==> src/rtl/panel_frame_tracker.sv <==
module panel_frame_tracker #(
  parameter int CNT_W  = 11,
  parameter int DATA_W = 24,
  parameter int VS_W   = 3
) (
  input  logic              clk,
  input  logic              rst_n,
  input  logic              hsync,
  input  logic              vsync,
  input  logic [CNT_W-1:0]  vbp,
  input  logic [CNT_W-1:0]  hbp,
  input  logic [1:0]        pwr_dly,
  input  logic              test_mode,
  input  logic              white_en,
  input  logic [DATA_W-1:0] pix_in,
  output logic [CNT_W-1:0]  line_cnt,
  output logic [CNT_W-1:0]  pix_cnt,
  output logic              line_vis,
  output logic              pix_vis,
  output logic              data_en,
  output logic              out_en,
  output logic [DATA_W-1:0] pix_out
);

  localparam logic [VS_W-1:0] VS_MAX = {VS_W{1'b1}};
  localparam logic [CNT_W-1:0] CLK_MAX = {CNT_W{1'b1}};

  logic hs_d, vs_d;
  logic hs_fall, vs_fall;
  logic [CNT_W-1:0] hs_seen, clk_seen;
  logic [VS_W-1:0]  vs_seen;
  logic [VS_W-1:0]  vs_target;

  assign hs_fall   = hs_d & ~hsync;
  assign vs_fall   = vs_d & ~vsync;
  assign vs_target = VS_W'(pwr_dly) + VS_W'(2);

  always_ff @(posedge clk) begin
    if (!rst_n) begin
      hs_d <= 1'b1;
      vs_d <= 1'b1;
    end else begin
      hs_d <= hsync;
      vs_d <= vsync;
    end
  end

  always_ff @(posedge clk) begin
    if (!rst_n) begin
      hs_seen  <= '0;
      line_vis <= 1'b0;
      line_cnt <= '0;
    end else if (vs_fall) begin
      hs_seen  <= '0;
      line_vis <= 1'b0;
      line_cnt <= '0;
    end else if (hs_fall) begin
      if (line_vis) begin
        line_cnt <= line_cnt + 1'b1;
      end else if (CNT_W'(hs_seen + 1'b1) == vbp) begin
        line_vis <= 1'b1;
        line_cnt <= '0;
      end else begin
        hs_seen <= hs_seen + 1'b1;
      end
    end
  end

  always_ff @(posedge clk) begin
    if (!rst_n) begin
      clk_seen <= '0;
      pix_vis  <= 1'b0;
      pix_cnt  <= '0;
    end else if (hs_fall) begin
      clk_seen <= '0;
      pix_vis  <= 1'b0;
      pix_cnt  <= '0;
    end else if (pix_vis) begin
      pix_cnt <= pix_cnt + 1'b1;
    end else if (CNT_W'(clk_seen + 1'b1) == hbp) begin
      pix_vis <= 1'b1;
      pix_cnt <= '0;
    end else if (clk_seen != CLK_MAX) begin
      clk_seen <= clk_seen + 1'b1;
    end
  end

  always_ff @(posedge clk) begin
    if (!rst_n) begin
      vs_seen <= '0;
      out_en  <= 1'b0;
    end else begin
      if (vs_fall && vs_seen != VS_MAX)
        vs_seen <= vs_seen + 1'b1;
      if (test_mode || (vs_fall && VS_W'(vs_seen + 1'b1) >= vs_target))
        out_en <= 1'b1;
    end
  end

  assign data_en = line_vis & pix_vis;

  always_comb begin
    if (!out_en)
      pix_out = '0;
    else if (white_en && !line_vis)
      pix_out = {DATA_W{1'b1}};
    else if (data_en)
      pix_out = pix_in;
    else
      pix_out = '0;
  end

endmodule

==> config.mk <==
export PLATFORM = sky130hd
export DESIGN_NAME = panel_frame_tracker
export DESIGN_NICKNAME = d
export VERILOG_FILES = /design/src/rtl/panel_frame_tracker.sv
export SDC_FILE = /design/constraint.sdc
export NUM_CORES = 1
export LEC_CHECK = 0
export BUFFER_PORTS_ARGS = -buffer_cell sky130_fd_sc_hd__buf_2
export CAP_MARGIN = 20
export CORE_MARGIN = 10
export CORE_UTILIZATION = 56
export DETAILED_ROUTE_END_ITERATION = 12
export PLACE_DENSITY_LB_ADDON = 0.08
export SLEW_MARGIN = 5
export SYNTH_ARGS = -nofsm -noshare
export SYNTH_HDL_FRONTEND = slang
export SYNTH_SLANG_ARGS = --single-unit
==> constraint.sdc <==
create_clock -name clk -period 4.5 [get_ports clk]
set_input_delay 0 -clock clk [delete_from_list [all_inputs] [get_ports clk]]
set_output_delay 0 -clock clk [all_outputs]
set_load 0.01 [all_outputs]
Word-level counts from Yosys, hierarchy flattened
Cells that the tools add are included.

storage, ports and cells
  register bits = 52
  logic and storage cells = 54

operators by class
  add/sub/neg operators = 6
  multiplexer cells = 11
  equal/unequal tests = 4
  reduce and logical (&&, ||, !) cells = 12
  order comparisons = 1
  bitwise logic cells = 10

operators with widths
  cell                   number
  $mux 24                3
  $add 11x1->11 const B  4
  $mux 11                4
  $eq 11x11->1           2
  $ne 11x11->1 const B   1
  $not 1->1              7
  $reduce_and 3->1       2
  $mux 1                 4
  $reduce_bool 2->1      2
  $reduce_or 2->1        2
  $add 2x2->3 const B    1
  $add 3x1->3 const B    1
  $and 1x1->1            3
  $ge 3x3->1             1
  $logic_and 1x1->1      3
  $ne 3x3->1 const B     1
  $reduce_and 2->1       1
  $logic_not 1->1        1
  $logic_or 1x1->1       1

Depth between registers and ports, before layout
Gate-level depths: netlist of the first run.

  word-level depth = 4
  depth in mapped cells = 10

Worst setup path before layout of the first run
No wires, ideal clock.

  path kind = register -> register
  from = register clk_seen[0]
  to = register clk_seen[4]
  data required time = 4.428 ns
  setup slack = 2.378 ns
  stages on the path, launching flop included = 11
  path buffers = 2
  library setup time = 0.072 ns
  arrival time = 2.049 ns
  period minus slack after synthesis = 2.122 ns
  cells stage by stage = dfxtp_1 > ha_1 > clkbuf_2 > nand3_1 > nor3_1 > xnor2_1 > nor4_2 > a21oi_2 > buf_2 > a31o_2 > a21oi_1

on the way
  longest elaborated chain between the ends = 4

ends and longest elaborated chain
  element                            line    text
  start, declared                    30      logic [CNT_W-1:0] hs_seen, clk_seen;
  start signal, assigned             84      clk_seen <= clk_seen + 1'b1;
  $add 11x1->11                      80, 84
  $eq 11x11->1                       80      end else if (CNT_W'(clk_seen + 1'b1) == hbp) begin
  $not 1->1 (no source line)         -
  $reduce_and 3->1 (no source line)  -

Several ways; a longest one is shown, not always the timed one.
A chain may end at the register's enable or synchronous reset.

Final worst setup path of the first run
  from = register hs_seen[0]
  to = register line_cnt[6]

on the way
  longest elaborated chain between the ends = 4

ends and longest elaborated chain
  element                             line  text
  start, declared                     30
  start signal, assigned              64    hs_seen <= hs_seen + 1'b1;
  $add 11x1->11                       60    end else if (CNT_W'(hs_seen + 1'b1) == vbp) begin
  $eq 11x11->1                        60
  $reduce_bool 2->1 (no source line)  -
  $reduce_and 2->1 (no source line)   -
  end signal, assigned                59    line_cnt <= line_cnt + 1'b1;
  end, declared                       16    output logic [CNT_W-1:0] line_cnt,

Every way passes these cells.

==> results of run 1 <==
-- registers in the layout (all words and copies together) (netlist names) --
signal,count
line_cnt,11
out_en,1
pix_cnt,11
line_vis,1
pix_vis,1
hs_seen,11
vs_seen,3
vs_d,1
hs_d,1
clk_seen,11
-- what timing repair did --
item	CTS	global route
endpoints found under the setup margin	0	0
hold buffers	6	0
resized for setup	0	0
endpoints found under the hold margin	3	0
-- stage by stage --
| step | utilization | cells | area (µm²) |
|---|---|---|---|
| 6_report | 0.690 | 610 | 4110 |
| 5_1_grt | 0.690 | 610 | 4110 |
| 4_1_cts | 0.690 | 610 | 4110 |
| 3_5_place_dp | 0.661 | 596 | 3940 |
| 3_3_place_gp | 0.661 | 596 | 3940 |
| 2_1_floorplan | - | 446 | 3440 |
-- worst register-to-register path: stages (launching register included) --
cell,delay (ps)
dfxtp_1,420
ha_1,260
and3_1,220
nand3_1,130
a2111o_1,320
a221oi_2,680
nor2_1,440
o31ai_1,330
a21oi_1,90
-- cells in the mapped netlist, drive strengths merged (2+ instances only) --
cell type / number
xnor2: 25
dfxtp: 52
mux2i: 5
inv: 11
a21boi: 27
ha: 9
buf: 8
a41o: 3
nand4: 13
o21ai: 26
a31o: 10
nor2: 34
nor2b: 4
a41oi: 2
nor4: 4
a31oi: 6
xor2: 12
or3: 3
nand2b: 7
a21oi: 31
nor3: 15
o22ai: 3
nand2: 49
clkbuf: 22
and3: 12
nand3: 19
nor3b: 5
and2: 8
-- where the power goes --
part	switching (mW)	leakage, nW	total, mW	internal, mW
clock network	0.158	0.0541	0.323	0.165
registers	0.00886	0.420	0.474	0.465
logic	0.0679	1.18	0.130	0.0622
-- how the worst min path moves through the flow --
| stage | startpoint | to | slack, ps | cells past startpoint |
|---|---|---|---|---|
| after floorplan | hsync | hs_d | 100 | 1 |
| after global placement | vsync | vs_d | 200 | 2 |
| after detailed placement | vsync | vs_d | 210 | 2 |
| after CTS | rst_n | vs_seen[1] | 20 | 2 |
| after global routing | rst_n | vs_seen[2] | 20 | 2 |
| final | rst_n | vs_seen[2] | 20 | 2 |
-- routing by layer --
layer  global-route usage  share of wire
met1                0.213           0.42
met2                0.334           0.53
met3               0.0356          0.044
met4               0.0430         0.0072
met5                    0              0
-- cell type report --
cell class / instances / area (µm²) / share of cell area
Clock inverter: 3 / 42.5 / 0.0104
Sequential cell: 52 / 1040 / 0.253
Clock buffer: 5 / 68.8 / 0.0167
Tap cell: 75 / 93.8 / 0.0228
Inverter: 11 / 41.3 / 0.0100
Timing Repair Buffer: 111 / 591 / 0.144
Multi-Input combinational cell: 353 / 2230 / 0.543
-- cell families (layout without fill, tap and decap cells) --
kind of cell	after synthesis	in the layout
xor+xnor	38	38
simple gates	180	180
buf+inv	41	130
fa+ha+maj	9	9
compound gates	121	121
mux	5	5
flops	52	52
==> summary.md, run 1 <==
| Metric | Value |
|---|---|
| Cell with the largest stage delay on the worst path | a221oi_2 |
| Vias in the first global route | roughly 3400 |
| Fillers | 528 |
| H-tree level count | 2 |
| Post-synthesis mux area share | 0.0145 |
| Avg Cell Area, Syn | just under 8 µm² |
| CP Max Fanout | 15 |
| Worst path max stage delay | 680 ps |
| Critical Path Start | hs_seen[0] |
| DP HPWL | 7.06 mm |
| Most frequent cells in the layout | buf_2, dfxtp_1, nand2_1 |
| Post-synthesis compound-gate area fraction | 0.233 |
| Post-synth ARST share | 0 |
| Max Clock Freq | 328 MHz |
| Mapped Cells | 446 |
| Crit-path leading delay family | compound AO/OA/AOI/OAI gates |
| Crit-path cells | ha_1, and3_1, nand3_1, a2111o_1, a221oi_2, nor2_1, o31ai_1, a21oi_1 |
| P_leak | 1.66 nW |
| Core footprint | 5960 µm² |
| Global-route wire length before repair | 15.7 mm |
| Main combinational cell family by area after synthesis | simple AND/OR/NAND/NOR gates |
| Routability congestion estimate | 0.863 |
| Mapped Nets | around 510 |
| Synth area leaders | dfxtp_1, xnor2_1, a21boi_0 |
| Drt pass-1 iters | 4 |
| TritonCTS Buffers | 5 |
| Num rows | 28 |
| PortBufs | about 100 |
| CP endpoint kind | flip-flop |
| Critical path startpoint category | flip-flop |
| Rel. slew slack | 0.280 |
| Synth Area in Simple Gates | 0.267 |
| Final Skew | 7.78 ps |
| WP data arrival | between 3000 and 4000 ps |
| Chip height | 98.4 µm |
| CTS tree | done |
| Sequential share of the synthesized area | 0.302 |
| Die area | between 9000 and 10000 µm² |
| Final hold vios | 0 |
| Dpl ws | about 1500 ps |
| Drt drc | 0 |
| Share of cells above drive strength 1 | 0.241 |
| Top FF cell, synth | dfxtp_1 |
| Worst Tran Pin Value | 1080 ps |
| Starting DRT DRC Count | about 200 |
| Yosys cell types | 56 |
| Routed WL per cell | ~16 µm |
| Starting Density | 0.578 |
| Total power | 927 µW |
| Hold/Removal Path Class | in2reg |
| Ant diodes | 0 |
| Max-capacitance violation count | 0 |
| Syn-to-layout area delta | 19.4% |
| Worst reg-to-reg path cell count | 8 |
| Worst-case clock buffer depth | 2 |
| Peak supply drop | 0.000236 V |
| Clock Latency Late Sink | 300 ps |
| Final setup margin | 1450 ps |
| Setup Buffers After CTS | 0 |
| Crit path kind | reg2reg |
| Share of Yosys cell area claimed by the top area cell type | 0.302 |
| Worst path bufs/invs | 0 |
| Crit path capture | line_cnt[6] |
| Initial antenna violation count | 0 |
| Post-synth EDFFs | 0 |
| Max-slew violations | 0 |
| Period minus WS final | 3050 ps |
| R2r endpoint | line_cnt[6] |
| Synth area leader | dfxtp_1 |
| Adder-cell area share of the yosys netlist | 0.0327 |
| GRT Util Overall | 0.183 |
| Final setup vio count | 0 |
| Avg Vias per Cell | 5.77 |
| Status | finished, final reports clean |
| Pwr Density | 226 nW/µm² |
| Reg2reg setup slack | 1450 ps |
| Synth warnings | 0 |
| Clock Pin Slew Worst Setup and Hold Paths | 100 ps |
| Pin count of the biggest net entering global routing | 27 |
| R2R Path Start | hs_seen[0] |
| GRT Residual Overflow | 0 |
| Setup total negative slack | 0 ps |
| # IOs | 104 |
| DRT antenna net count | 0 |
| Mapped Area | 3440 µm² |
| Sink Count | between 50 and 60 |
| Cell count along the critical path | 8 |
| Xor and xnor fraction of the mapped netlist area | 0.101 |
| Commonest non-fill, non-tap cell in the layout | buf_2 |
| Root Buffer | clkbuf_8 |
| DIE WIDTH | between 90 and 100 µm |
| Final hold slack | 20.5 ps |
| Critical Path RT | 4660 ps |
| WL final | about 9.5 mm |
| Period utilization | 0.678 |
| Unrepaired setup endpoints after global routing | no |
| Synthesized flop and latch total | 52 |
| DR vias | 3519 |
| Final nets | 597 |
Power figures use the tool's default switching activity.
==> inputs of run 2 (changes only) <==
--- a/config.mk
+++ b/config.mk
@@ -8,7 +8,7 @@
 export BUFFER_PORTS_ARGS = -buffer_cell sky130_fd_sc_hd__buf_2
 export CAP_MARGIN = 20
 export CORE_MARGIN = 10
-export CORE_UTILIZATION = 56
+export CORE_UTILIZATION = 52
 export DETAILED_ROUTE_END_ITERATION = 12
 export PLACE_DENSITY_LB_ADDON = 0.08
 export SLEW_MARGIN = 5
==> constraint.sdc (replaced) <==
create_clock -name clk -period 3 [get_ports clk]
set_input_delay 0 -clock clk [delete_from_list [all_inputs] [get_ports clk]]
set_output_delay 0 -clock clk [all_outputs]
set_load 0.01 [all_outputs]
==> summary.md, run 2 (same netlist as run 1, synthesis figures left out) <==
| Metric | Value |
|---|---|
| Pin count of the biggest net entering global routing | 27 |
| Inst Count DP | about 600 |
| Final hold vios | 0 |
| Sequential share of power | 0.482 |
| Routed WL per cell | 15.4 µm |
| CTS tree | done |
| Placed cell area | roughly 4000 µm² |
| Non-Filler Instances | 615 |
| CP Max Fanout | 14 |
| Peak supply drop | 0.000196 V |
| Critical path startpoint category | flip-flop |
| Cell with the largest stage delay on the worst path | dfxtp_1 |
| Pwr Density | approximately 350 nW/µm² |
| DR vias | 3533 |
| DRT antenna net count | 0 |
| Drt pass-1 iters | 4 |
| Max-capacitance violation count | 0 |
| DP HPWL | 6.99 mm |
| Gate power share | 0.135 |
| Avg Vias per Cell | roughly 5.7 |
| Hold path cells | 2 |
| Routability congestion estimate | 0.847 |
| Internal power | 1.12 mW |
| Crit-path leading delay family | simple AND/OR/NAND/NOR gates |
| Sink Count | 52 |
| GRT Util Overall | 0.179 |
| DIE WIDTH | 101 µm |
| TritonCTS Buffers | 5 |
| Cell count along the critical path | 9 |
| P_leak | 1.69 nW |
| Final setup vio count | 0 |
| Core footprint | approximately 6400 µm² |
| Root Buffer | clkbuf_8 |
| Global-route wire length before repair | between 15 and 20 mm |
| Period minus WS final | between 2000 and 3000 ps |
| Vias in the first global route | 3375 |
| # IOs | 104 |
| Final nets | 601 |
| Ant diodes | 0 |
| Rel. slew slack | 0.466 |
| H-tree level count | 2 |
| Final Skew | 5.93 ps |
| Die area | 10300 µm² |
| Final instance area | 4170 µm² |
| Setup Buffers After CTS | 0 |
| Worst path max stage delay | 440 ps |
| Finished Core Util | 0.653 |
| Clock Pin Slew Worst Setup and Hold Paths | approximately 90 ps |
| Worst-case clock buffer depth | 2 |
| Reg2reg setup slack | approximately 370 ps |
| Clock Power Share | 0.382 |
| Status | finished, final reports clean |
| Most frequent cells in the layout | buf_2, dfxtp_1, nand2_1 |
| Crit path kind | reg2reg |
| Syn-to-layout area delta | 21.0% |
| Unrepaired setup endpoints after global routing | no |
| Starting DRT DRC Count | 102 |
| WL final | 9.44 mm |
| GRT Residual Overflow | 0 |
| Clock Latency Late Sink | 310 ps |
| Switching Share | 0.239 |
| CP endpoint kind | flip-flop |
| Drt drc | 0 |
| PortBufs | 103 |
| Period utilization | 0.876 |
| Share of cells above drive strength 1 | 0.245 |
| Worst path bufs/invs | 1 |
| Fillers | between 500 and 600 |
| Worst Tran Pin Value | 800 ps |
| Critical Path RT | around 3200 ps |
| Num rows | 29 |
| Hold/Removal Path Class | in2reg |
| Setup total negative slack | 0 ps |
| WP data arrival | 2860 ps |
| Max Clock Freq | 381 MHz |
| Initial antenna violation count | 0 |
| Starting Density | 0.539 |
| Max-slew violations | 0 |
| Chip height | approximately 100 µm |
| Crit-path cells | ha_1, nand3_1, nor3_1, xnor2_1, nor4_2, a21oi_4, buf_4, a31o_2, a21oi_1 |
| Sw Pwr | 353 µW |
| Worst reg-to-reg path cell count | 9 |
| Commonest non-fill, non-tap cell in the layout | buf_2 |
-- run 2: cell types whose count changed in the layout (fill, tap and decap cells not counted), sizes merged --
cell      change
buf           +4
bufinv        +1
clkinv        -1
clkinvlp      -1
-- run 2: area by class of cell --
cell class                      instances  area [µm²]  area share
Multi-Input combinational cell        353        2240       0.537
Sequential cell                        52        1040       0.250
Timing Repair Buffer                  115         621       0.149
Tap cell                               77        96.3      0.0231
Clock buffer                            5        68.8      0.0165
Clock inverter                          2        60.1      0.0144
Inverter                               11        41.3     0.00991
-- run 2: metal layers --
metal  GRT usage  wire length (µm)
met5           0                 0
met4      0.0568               107
met3      0.0374               557
met2       0.316              4820
met1       0.211              3960
-- run 2: power by group through the flow --
| stage | clock network, mW | logic [mW] | registers, mW |
|---|---|---|---|
| after floorplan | 0 | 0.114 | 0.721 |
| after global placement | 0 | 0.186 | 0.727 |
| after detailed placement | 0 | 0.190 | 0.727 |
| after CTS | 0.574 | 0.198 | 0.711 |
| after global routing | 0.600 | 0.219 | 0.714 |
| final | 0.564 | 0.199 | 0.711 |
-- run 2: worst paths after layout --
kind,start,endpoint
worst min-delay path,rst_n,vs_seen[2]
worst max register to register,clk_seen[0],clk_seen[6]
worst min register to register,vs_seen[1],vs_seen[1]
worst max-delay path,clk_seen[0],clk_seen[6]
-- run 2: worst reg2reg max path, stage by stage (launching register included) --
cell and delay [ps]:
dfxtp_1 440, ha_1 350, nand3_1 130, nor3_1 330
xnor2_1 160, nor4_2 380, a21oi_4 190, buf_4 220
a31o_2 230, a21oi_1 120
-- run 2: what timing repair did --
item | CTS | global route
hold buffers | 6 | 0
endpoints found under the setup margin | 0 | 1
endpoints found under the hold margin | 3 | 0
resized for setup | 0 | 1
-- run 2: through the flow --
step                power [mW]  hold slack (ps)  worst slack (ps)
finish                    1.47             27.7               373
global route              1.53             34.9              30.8
CTS                       1.48             26.4               348
detailed placement       0.918              208               375
global placement         0.912              197               519
floorplan                0.835              101               878
==> inputs of run 3 (changes only) <==
--- a/config.mk
+++ b/config.mk
@@ -5,7 +5,7 @@
 export SDC_FILE = /design/constraint.sdc
 export NUM_CORES = 1
 export LEC_CHECK = 0
-export BUFFER_PORTS_ARGS = -buffer_cell sky130_fd_sc_hd__buf_2
+export BUFFER_PORTS_ARGS = -buffer_cell sky130_fd_sc_hd__buf_4
 export CAP_MARGIN = 20
 export CORE_MARGIN = 10
 export CORE_UTILIZATION = 52
==> summary.md, run 3 (same netlist as run 1, synthesis figures left out) <==
| Metric | Value |
|---|---|
| R2r endpoint | hs_seen[10] |
| Area of the multi-input gates | 2230 µm² |
| DIE WIDTH | 101 µm |
| Post-cts gate resize count | 0 |
| DRT antenna net count | 0 |
| TritonCTS Buffers | 5 |
| Fillers | about 560 |
| Inst Count DP | 602 |
| Total power | between 1 and 1.5 mW |
| Num rows | 29 |
| Initial antenna violation count | 0 |
| Max-capacitance violation count | 0 |
| Hold path cells | 4 |
| Non-Filler Instances | 617 |
| Status | finished, final reports clean |
| Commonest non-fill, non-tap cell in the layout | buf_4 |
| GRT Residual Overflow | 0 |
| Chip height | 101 µm |
| DP HPWL | 7.18 mm |
| H-tree level count | 2 |
| Setup total negative slack | 0 ps |
| Critical path startpoint category | flip-flop |
| Routability congestion estimate | 0.829 |
| CP Max Fanout | 10 |
| Critical Path RT | 3220 ps |
| PortBufs | 103 |
| Vias in the first global route | 3187 |
| Clock Latency Late Sink | 310 ps |
| # IOs | 104 |
| Reg2reg setup slack | between 500 and 600 ps |
| Final nets | roughly 600 |
| Root Buffer | clkbuf_8 |
| Final setup vio count | 0 |
| R2R Path Start | hs_seen[0] |
| Peak supply drop | 0.000257 V |
| Final hold vios | 0 |
| Max Clock Freq | approximately 400 MHz |
| Pin count of the biggest net entering global routing | 27 |
| WL final | around 9.7 mm |
| Crit path kind | reg2reg |
| DR vias | around 3500 |
| Hold/Removal Path Class | in2out |
| Most frequent cells in the layout | buf_4, dfxtp_1, nand2_1 |
| Period utilization | 0.829 |
| GRT Util Overall | 0.175 |
| CTS tree | done |
| Worst Hold Path EP | pix_out[5] |
| Final hold slack | ~360 ps |
| Hold_sp | pix_in[5] |
| Share of cells above drive strength 1 | 0.246 |
| Sink Count | 52 |
| Pwr Density | 331 nW/µm² |
| Starting Density | 0.539 |
| Max-slew violations | 0 |
| Starting DRT DRC Count | 105 |
| Worst-case clock buffer depth | 2 |
| Finished Core Util | 0.692 |
| Core footprint | 6390 µm² |
| Period minus WS final | 2490 ps |
| P_leak | 1.74 nW |
| Worst Tran Pin Value | 820 ps |
| CP endpoint kind | flip-flop |
| Rel. slew slack | 0.452 |
| Drt drc | 0 |
| Routed WL per cell | 15.7 µm |
| WP data arrival | 2700 ps |
| Final Skew | roughly 9.4 ps |
| Area taken by flip-flops and latches | 1040 µm² |
| Global-route wire length before repair | around 15 mm |
| Syn-to-layout area delta | 28.4% |
| Clock Pin Slew Worst Setup and Hold Paths | approximately 100 ps |
| Worst reg-to-reg path cell count | 9 |
| Ant diodes | 0 |
| Avg Vias per Cell | 5.65 |
| Drt pass-1 iters | 4 |
| Die area | between 10000 and 15000 µm² |
| Unrepaired setup endpoints after global routing | no |
-- run 3: cell count changes in the layout (fill, tap and decap cells not counted) --
cell           previous run  this run
buf_2                   103         0
clkbuf_8                  5         6
a21oi_4                   1         0
a21oi_2                   0         1
dlygate4sd3_1             6         7
clkinv_4                  0         1
buf_4                     6       109
bufinv_16                 2         1
-- run 3: metrics by stage --
step / setup WS [ps] / area [µm²]
after global placement: 664 / 4230
final: 514 / 4420
after global routing: 307 / 4420
after detailed placement: 563 / 4230
after floorplan: 878 / 3440
after CTS: 542 / 4420
-- run 3: how the worst max path moves through the flow --
stage	startpoint	endpoint	slack, ps	depth (start not counted)
2_1_floorplan	clk_seen[0]	clk_seen[5]	880	10
3_3_place_gp	clk_seen[0]	clk_seen[4]	660	9
3_5_place_dp	hs_seen[0]	hs_seen[10]	560	9
4_1_cts	clk_seen[0]	clk_seen[6]	540	9
5_1_grt	clk_seen[0]	clk_seen[3]	310	9
6_report	hs_seen[0]	hs_seen[10]	510	9
-- run 3: final cells by class --
class	count	share of cell area
multi-input combinational	353	0.505
clock buffer	6	0.0187
timing repair buffer	116	0.201
sequential	52	0.235
tap	77	0.0218
clock inverter	2	0.00877
inverter	11	0.00934
-- run 3: report_power, final --
part	leakage, nW	switching, mW	internal, mW
combinational	1.25	0.103	0.126
sequential	0.420	0.0134	0.698
clock	0.0614	0.248	0.273
-- run 3: timing repair --
item,in CTS,in global routing
setup buffers,0,0
hold buffers,7,0
endpoints found under the hold margin,6,0
-- run 3: metal layers --
layer	share of wire	GRT usage	vias to the layer above
li1	-	-	1777
met1	0.42	0.209	1626
met2	0.51	0.306	72
met3	0.046	0.0374	14
met4	0.018	0.0557	0
met5	0	0	-
-- run 3: worst max-delay path: stages (launching register included) --
cell and delay (ps):
dfxtp_1 370, ha_1 270, nor3b_1 160, o21a_1 190, o311ai_0 440, a221oi_2 100
nor2_1 350, buf_4 250, a31oi_1 90, a41o_1 200
